<file path="src/rtl/telem_pkg.sv">
package telem_pkg;

  // Marker bits carried in the spare upper bits of the feedback word.
  localparam int MARK_W = 2;

  typedef struct packed {
    logic frame;
    logic ovf;
  } telem_mark_t;

endpackage

</file>
<file path="src/rtl/telem_rst_sync.sv">
module telem_rst_sync (
  input  logic clk,
  input  logic arst_n,
  output logic srst_n
);

  logic [1:0] sync_q;

  always_ff @(posedge clk or negedge arst_n) begin
    if (!arst_n) sync_q <= 2'b00;
    else         sync_q <= {sync_q[0], 1'b1};
  end

  assign srst_n = sync_q[1];

endmodule

</file>
<file path="src/rtl/telem_pack.sv">
module telem_pack
  import telem_pkg::*;
#(
  parameter int FB_W   = 14,
  parameter int ERR_W  = 16,
  parameter int WORD_W = 16,
  localparam int PKT_W = 2 * WORD_W
) (
  input  telem_mark_t        mark,
  input  logic [FB_W-1:0]    fb,
  input  logic [ERR_W-1:0]   err,
  output logic [PKT_W-1:0]   packet
);

  localparam int PAD_W  = WORD_W - MARK_W - FB_W;
  localparam int EPAD_W = WORD_W - ERR_W;

  logic [WORD_W-1:0] word_fb;
  logic [WORD_W-1:0] word_err;

  generate
    if (PAD_W > 0) begin : g_fb_pad
      assign word_fb = {mark, {PAD_W{1'b0}}, fb};
    end else begin : g_fb_tight
      assign word_fb = {mark, fb};
    end
    if (EPAD_W > 0) begin : g_err_pad
      assign word_err = {{EPAD_W{1'b0}}, err};
    end else begin : g_err_tight
      assign word_err = err;
    end
  endgenerate

  assign packet = {word_fb, word_err};

endmodule

</file>
<file path="src/rtl/telem_beat_ctr.sv">
module telem_beat_ctr #(
  parameter int PKT_W = 32,
  localparam int CNT_W = $clog2(PKT_W + 1)
) (
  input  logic clk,
  input  logic srst_n,
  input  logic start,
  output logic busy,
  output logic load_en,
  output logic shift_en,
  output logic underrun
);

  logic [CNT_W-1:0] left_q, left_d;
  logic             und_q, und_d;
  logic             early;

  // Bits still owed when a new line begins: more than the one on the wire.
  assign early = start && (left_q > CNT_W'(1));

  always_comb begin
    left_d = left_q;
    und_d  = und_q | early;
    if (start)                    left_d = CNT_W'(PKT_W);
    else if (left_q != '0)        left_d = left_q - CNT_W'(1);
  end

  always_ff @(posedge clk or negedge srst_n) begin
    if (!srst_n) begin
      left_q <= '0;
      und_q  <= 1'b0;
    end else begin
      left_q <= left_d;
      und_q  <= und_d;
    end
  end

  assign busy     = (left_q != '0);
  assign load_en  = start;
  assign shift_en = !start && busy;
  assign underrun = und_q;

endmodule

</file>
<file path="src/rtl/telem_shifter.sv">
module telem_shifter #(
  parameter int PKT_W = 32
) (
  input  logic             clk,
  input  logic             srst_n,
  input  logic             load_en,
  input  logic             shift_en,
  input  logic [PKT_W-1:0] load_val,
  output logic             bit_out
);

  logic [PKT_W-1:0] sreg_q, sreg_d;

  always_comb begin
    sreg_d = sreg_q;
    if (load_en)       sreg_d = load_val;
    else if (shift_en) sreg_d = {sreg_q[PKT_W-2:0], 1'b0};
  end

  always_ff @(posedge clk or negedge srst_n) begin
    if (!srst_n) sreg_q <= '0;
    else         sreg_q <= sreg_d;
  end

  assign bit_out = sreg_q[PKT_W-1];

endmodule

</file>
<file path="src/rtl/telem_streamer.sv">
module telem_streamer
  import telem_pkg::*;
#(
  parameter int FB_W   = 14,
  parameter int ERR_W  = 16,
  parameter int WORD_W = 16
) (
  input  logic             clk,
  input  logic             rst_n,
  input  logic             line_sync,
  input  logic [FB_W-1:0]  fb_word,
  input  logic [ERR_W-1:0] err_word,
  input  logic             fb_ovf,
  input  logic             frame_first,
  output logic             ser_data,
  output logic             ser_valid,
  output logic             underrun
);

  localparam int PKT_W = 2 * WORD_W;

  logic             srst_n;
  logic             load_en, shift_en, busy;
  logic [PKT_W-1:0] packet;
  telem_mark_t      mark;

  assign mark.frame = frame_first;
  assign mark.ovf   = fb_ovf;

  telem_rst_sync u_rst (
    .clk    (clk),
    .arst_n (rst_n),
    .srst_n (srst_n)
  );

  telem_pack #(.FB_W(FB_W), .ERR_W(ERR_W), .WORD_W(WORD_W)) u_pack (
    .mark   (mark),
    .fb     (fb_word),
    .err    (err_word),
    .packet (packet)
  );

  telem_beat_ctr #(.PKT_W(PKT_W)) u_ctr (
    .clk      (clk),
    .srst_n   (srst_n),
    .start    (line_sync),
    .busy     (busy),
    .load_en  (load_en),
    .shift_en (shift_en),
    .underrun (underrun)
  );

  telem_shifter #(.PKT_W(PKT_W)) u_shift (
    .clk      (clk),
    .srst_n   (srst_n),
    .load_en  (load_en),
    .shift_en (shift_en),
    .load_val (packet),
    .bit_out  (ser_data)
  );

  assign ser_valid = busy;

endmodule

</file>
<file path="config.mk">
export PLATFORM = sky130hd
export DESIGN_NAME = telem_streamer
export DESIGN_NICKNAME = d
export VERILOG_FILES = /design/src/rtl/telem_pkg.sv /design/src/rtl/telem_rst_sync.sv /design/src/rtl/telem_pack.sv /design/src/rtl/telem_beat_ctr.sv /design/src/rtl/telem_shifter.sv /design/src/rtl/telem_streamer.sv
export SDC_FILE = /design/constraint.sdc
export NUM_CORES = 1
export LEC_CHECK = 0
export ABC_CLOCK_PERIOD_IN_PS = 2300
export CAP_MARGIN = 0
export CELL_PAD_IN_SITES_DETAIL_PLACEMENT = 0
export CELL_PAD_IN_SITES_GLOBAL_PLACEMENT = 1
export CORE_MARGIN = 2
export CORE_UTILIZATION = 30
export CTS_BUF_LIST = sky130_fd_sc_hd__clkbuf_16
export DETAILED_ROUTE_END_ITERATION = 6
export PLACE_DENSITY = 0.62
export SETUP_SLACK_MARGIN = 0.5
export SLEW_MARGIN = 20
export SYNTH_ARGS = -nofsm -noshare
export SYNTH_HDL_FRONTEND = slang
export SYNTH_HIERARCHICAL = 1
export SYNTH_SLANG_ARGS = --single-unit
</file>
<file path="constraint.sdc">
create_clock -name clk -period 2.3 [get_ports clk]
set_input_delay 0.345 -clock clk [delete_from_list [all_inputs] [get_ports clk]]
set_output_delay 0.345 -clock clk [all_outputs]
set_load 0.1 [all_outputs]
</file>
==> impl_metrics.prom <==
# TYPE chip_impl_metric gauge
chip_impl_info{name="synth_top_family_by_area",value="buffers and inverters"} 1
chip_impl_info{name="worstSetupPathType",value="reg2out"} 1
chip_impl_metric{name="firstDrtPassIters",unit=""} 4
chip_impl_metric{name="synth_top_area_share",unit=""} 0.459
chip_impl_metric{name="global_route.usage.total",unit=""} 0.0964
chip_impl_info{name="synth_largest_area_cell",value="dfrtp_1"} 1
chip_impl_metric{name="ant_nets",unit=""} 0
chip_impl_metric{name="final_hold_viols",unit=""} 0
chip_impl_metric{name="clkTransAtPathRegs",unit="ps"} 60
chip_impl_metric{name="largest_fanout_of_any_net_on_the_critical_path",unit=""} 6
chip_impl_info{name="rsz_0062_raised_after_global_routing",value="no"} 1
chip_impl_metric{name="final.setup.tns",unit="ps"} 0
chip_impl_metric{name="period_share",unit=""} 0.754
chip_impl_info{name="run_status",value="completed"} 1
chip_impl_metric{name="initial_core_util",unit=""} 0.310
chip_impl_info{name="clockRootBuffer",value="clkbuf_16"} 1
chip_impl_metric{name="route.detailed.drc",unit=""} 0
chip_impl_metric{name="leftover_overflow_at_the_end_of_global_routing",unit=""} 0
chip_impl_metric{name="synth_xor_area_frac",unit=""} 0
chip_impl_metric{name="antenna_found_initial",unit=""} 0
chip_impl_metric{name="synth_area",unit="sq um"} 2230
chip_impl_metric{name="place_worst_setup_slack",unit="ps"} 606
chip_impl_metric{name="synth_simple_gate_area_frac",unit=""} 0.105
chip_impl_metric{name="wire_length_of_the_first_global_routing_pass",unit="mm"} 6.53
chip_impl_metric{name="cts.sinks",unit=""} 41
chip_impl_metric{name="fmax",unit="MHz"} 577
chip_impl_metric{name="finalSetupViolCount",unit=""} 0
chip_impl_metric{name="sequential_area_share_after_synthesis",unit=""} 0.459
chip_impl_metric{name="synthToLayoutAreaGrowth",unit="%"} 16.5
chip_impl_metric{name="route.detailed.vias_per_inst",unit=""} 4.26
chip_impl_metric{name="fillers",unit=""} 750
chip_impl_metric{name="timing.critical_path.arrival",unit="ps"} 1390
chip_impl_metric{name="syn-num-nets",unit=""} 252
chip_impl_metric{name="worst_setup_margin",unit="ps"} 565
chip_impl_metric{name="ir_drop",unit="mV"} 0.416
chip_impl_info{name="critPathCaptureType",value="output pin"} 1
chip_impl_metric{name="design.portCount",unit=""} 38
chip_impl_metric{name="post_synth.cell_area_avg",unit="sq um"} 10.4
chip_impl_metric{name="dp_hpwl",unit="mm"} 2.49
chip_impl_metric{name="final.setup_skew",unit="ps"} 2.63
chip_impl_metric{name="wirelength",unit="mm"} 3.77
chip_impl_metric{name="die_h",unit="um"} 90.3
chip_impl_metric{name="post_synth_inst_count",unit=""} 214
chip_impl_info{name="yosys-top-cells-area",value="dfrtp_1, mux2i_1, buf_4, o21ai_1, nand2_1"} 1
chip_impl_metric{name="drive_above_1_share",unit=""} 0.110
chip_impl_metric{name="grt_start_max_net_pins",unit=""} 41
chip_impl_metric{name="synth.ff_latch_count",unit=""} 41
chip_impl_metric{name="cts_hold_repair.buffers",unit=""} 0
chip_impl_info{name="holdCritPathClass",value="in2async"} 1
chip_impl_metric{name="cts_inserted_buffers",unit=""} 5
chip_impl_metric{name="die_x",unit="um"} 90.3
chip_impl_metric{name="ctsHtreeMaxLevel",unit=""} 2
chip_impl_metric{name="slew_viol_final",unit=""} 0
chip_impl_metric{name="port_buffers",unit=""} 37
chip_impl_metric{name="dieArea",unit="sq um"} 8150
chip_impl_metric{name="finalWorstPathRequiredPeriod",unit="ps"} 1730
chip_impl_metric{name="insertion_delay",unit="ps"} 270
chip_impl_info{name="clock_tree_from_tritoncts",value="done"} 1
chip_impl_metric{name="worst-endpoint-required",unit="ps"} 1960
chip_impl_metric{name="fp.coreArea",unit="sq um"} 7210
chip_impl_metric{name="cap_violations",unit=""} 0
chip_impl_metric{name="n_antenna_cell",unit=""} 0
chip_impl_metric{name="detailedRoute.firstIterationViolations",unit=""} 45
chip_impl_metric{name="yosys.cell_types.count",unit=""} 30
chip_impl_metric{name="clk_path_buf_depth",unit=""} 2
chip_impl_info{name="startpoint_type",value="register"} 1
chip_impl_metric{name="dr_total_vias",unit=""} 1351
chip_impl_metric{name="power_per_cell_area",unit="nW/um^2"} 917
chip_impl_metric{name="net_count_of_the_finished_layout",unit=""} 255
chip_impl_metric{name="worst_pin_slew",unit="ps"} 837
chip_impl_metric{name="rows",unit=""} 31
chip_impl_metric{name="share_of_the_synthesized_area_in_compound_gates_ao_oa_aoi_oai",unit=""} 0.107
chip_impl_metric{name="power.static_leakage",unit="nW"} 1.13
chip_impl_metric{name="synthesis.yosys.warnings",unit=""} 6
chip_impl_metric{name="synth_mux_area_frac",unit=""} 0.146
chip_impl_metric{name="dr_wl_cell",unit="um"} 11.9
chip_impl_metric{name="max_slew_margin",unit=""} 0.442
chip_impl_metric{name="place_congestion",unit=""} 0.665
chip_impl_metric{name="post_synth_fa_ha_maj_area_fraction",unit=""} 0.0168
chip_impl_metric{name="vias_in_the_first_global_route",unit=""} 1473
-- final timing paths --
path / from / endpoint / slack, ps / cells past startpoint
setup reg to reg: u_ctr/left_q[0]$_DFFE_PN0P_ / u_shift/sreg_q[19]$_DFFE_PN0P_ / 690 / 6
setup / recovery: u_ctr/left_q[4]$_DFFE_PN0P_ / ser_valid / 570 / 3
hold reg to reg: u_rst/sync_q[0]$_DFF_PN0_ / u_rst/sync_q[1]$_DFF_PN0_ / 350 / 0
hold / removal: rst_n / u_rst/sync_q[1]$_DFF_PN0_ / 220 / 1
max in group asynchronous: u_rst/sync_q[1]$_DFF_PN0_ / u_ctr/left_q[4]$_DFFE_PN0P_ / 1390 / 0
min in group clk: u_rst/sync_q[0]$_DFF_PN0_ / u_rst/sync_q[1]$_DFF_PN0_ / 350 / 0
-- flip-flops by register name, summed over array words and instances, names as in the netlist --
| register | cells |
|---|---|
| u_ctr/underrun | 1 |
| u_rst/sync_q | 2 |
| u_ctr/left_q | 6 |
| u_shift/sreg_q | 32 |
-- metal layers --
metal  wire (um)  GRT usage  share of wire  vias to the layer above
li1            -          -              -                      696
met1        1860      0.128           0.49                      626
met2        1700      0.155           0.45                       25
met3         167     0.0234          0.044                        4
met4          38     0.0308          0.010                        0
met5           0          0              0                        -
-- cell usage after synthesis (all sizes together) --
cell type and number:
and2b 1, nand2 34, a31o 2, nand2b 2, a211o 1, a21oi 4, mux2i 31, nor2 3
inv 2, clkbuf 2, buf 43, dfrtp 41, nor3b 2, mux2 1, conb 1, nor4b 1
or2b 1, or3b 1, o31ai 1, a21o 1, o21ai 34, ha 3, nor4 2
-- layout by cell type, fill, tap and decap left out, types with 3 or more instances in the layout --
cell type / count
o21ai_0: 3
o21ai_1: 29
nand2_1: 33
dfrtp_1: 40
nor2_1: 3
mux2i_1: 31
clkbuf_16: 5
buf_4: 5
a21oi_1: 3
clkdlybuf4s50_1: 33
-- through the flow --
step	instances	hold WS [ps]	instance area [sq um]	total power, W	util
2_1_floorplan	214	49.4	2230	0.00148	-
3_3_place_gp	308	335	2420	0.00159	0.335
3_5_place_dp	308	338	2420	0.00160	0.335
4_1_cts	317	219	2590	0.00241	0.359
5_1_grt	317	228	2600	0.00254	0.361
6_report	317	225	2600	0.00239	0.361
-- cell type report --
type                            count  area [sq um]  area share
Clock inverter                      3          41.3      0.0159
Tap cell                           99           124      0.0476
Inverter                            2          7.51     0.00288
Timing Repair Buffer               41           413       0.159
Multi-Input combinational cell    126           865       0.332
Sequential cell                    41          1030       0.395
Clock buffer                        5           125      0.0481
-- power by group --
| group | leakage, nW | total [W] | internal, W | switching (W) |
|---|---|---|---|---|
| clock | 0.0775 | 0.000772 | 0.000507 | 0.000265 |
| sequential | 0.496 | 0.000973 | 0.000844 | 0.000129 |
| combinational | 0.561 | 0.000643 | 0.000327 | 0.000315 |
-- cell families (layout without fill, tap and decap cells) --
family | count (synthesis) | count (layout)
other | 1 | 1
adders and majority gates | 3 | 3
buffers and inverters | 47 | 51
and+or+nand+nor | 47 | 47
DFF | 41 | 41
AOI/OAI and AO/OA | 43 | 43
muxes | 32 | 32
-- worst max-delay path, stage by stage (launching register included) --
cell	delay (ps)
dfrtp_1	450
nor4_4	330
nand2_2	150
buf_12	190
-- timing repair --
| action | 4_1_cts | 5_1_grt |
|---|---|---|
| endpoints found under the hold margin | 0 | 0 |
| gates resized for setup | 1 | 1 |
| endpoints found under the setup margin | 1 | 1 |
| pin swaps | 1 | 1 |
| setup buffers | 1 | 0 |
No activity file was read; power rests on OpenSTA's default activity.
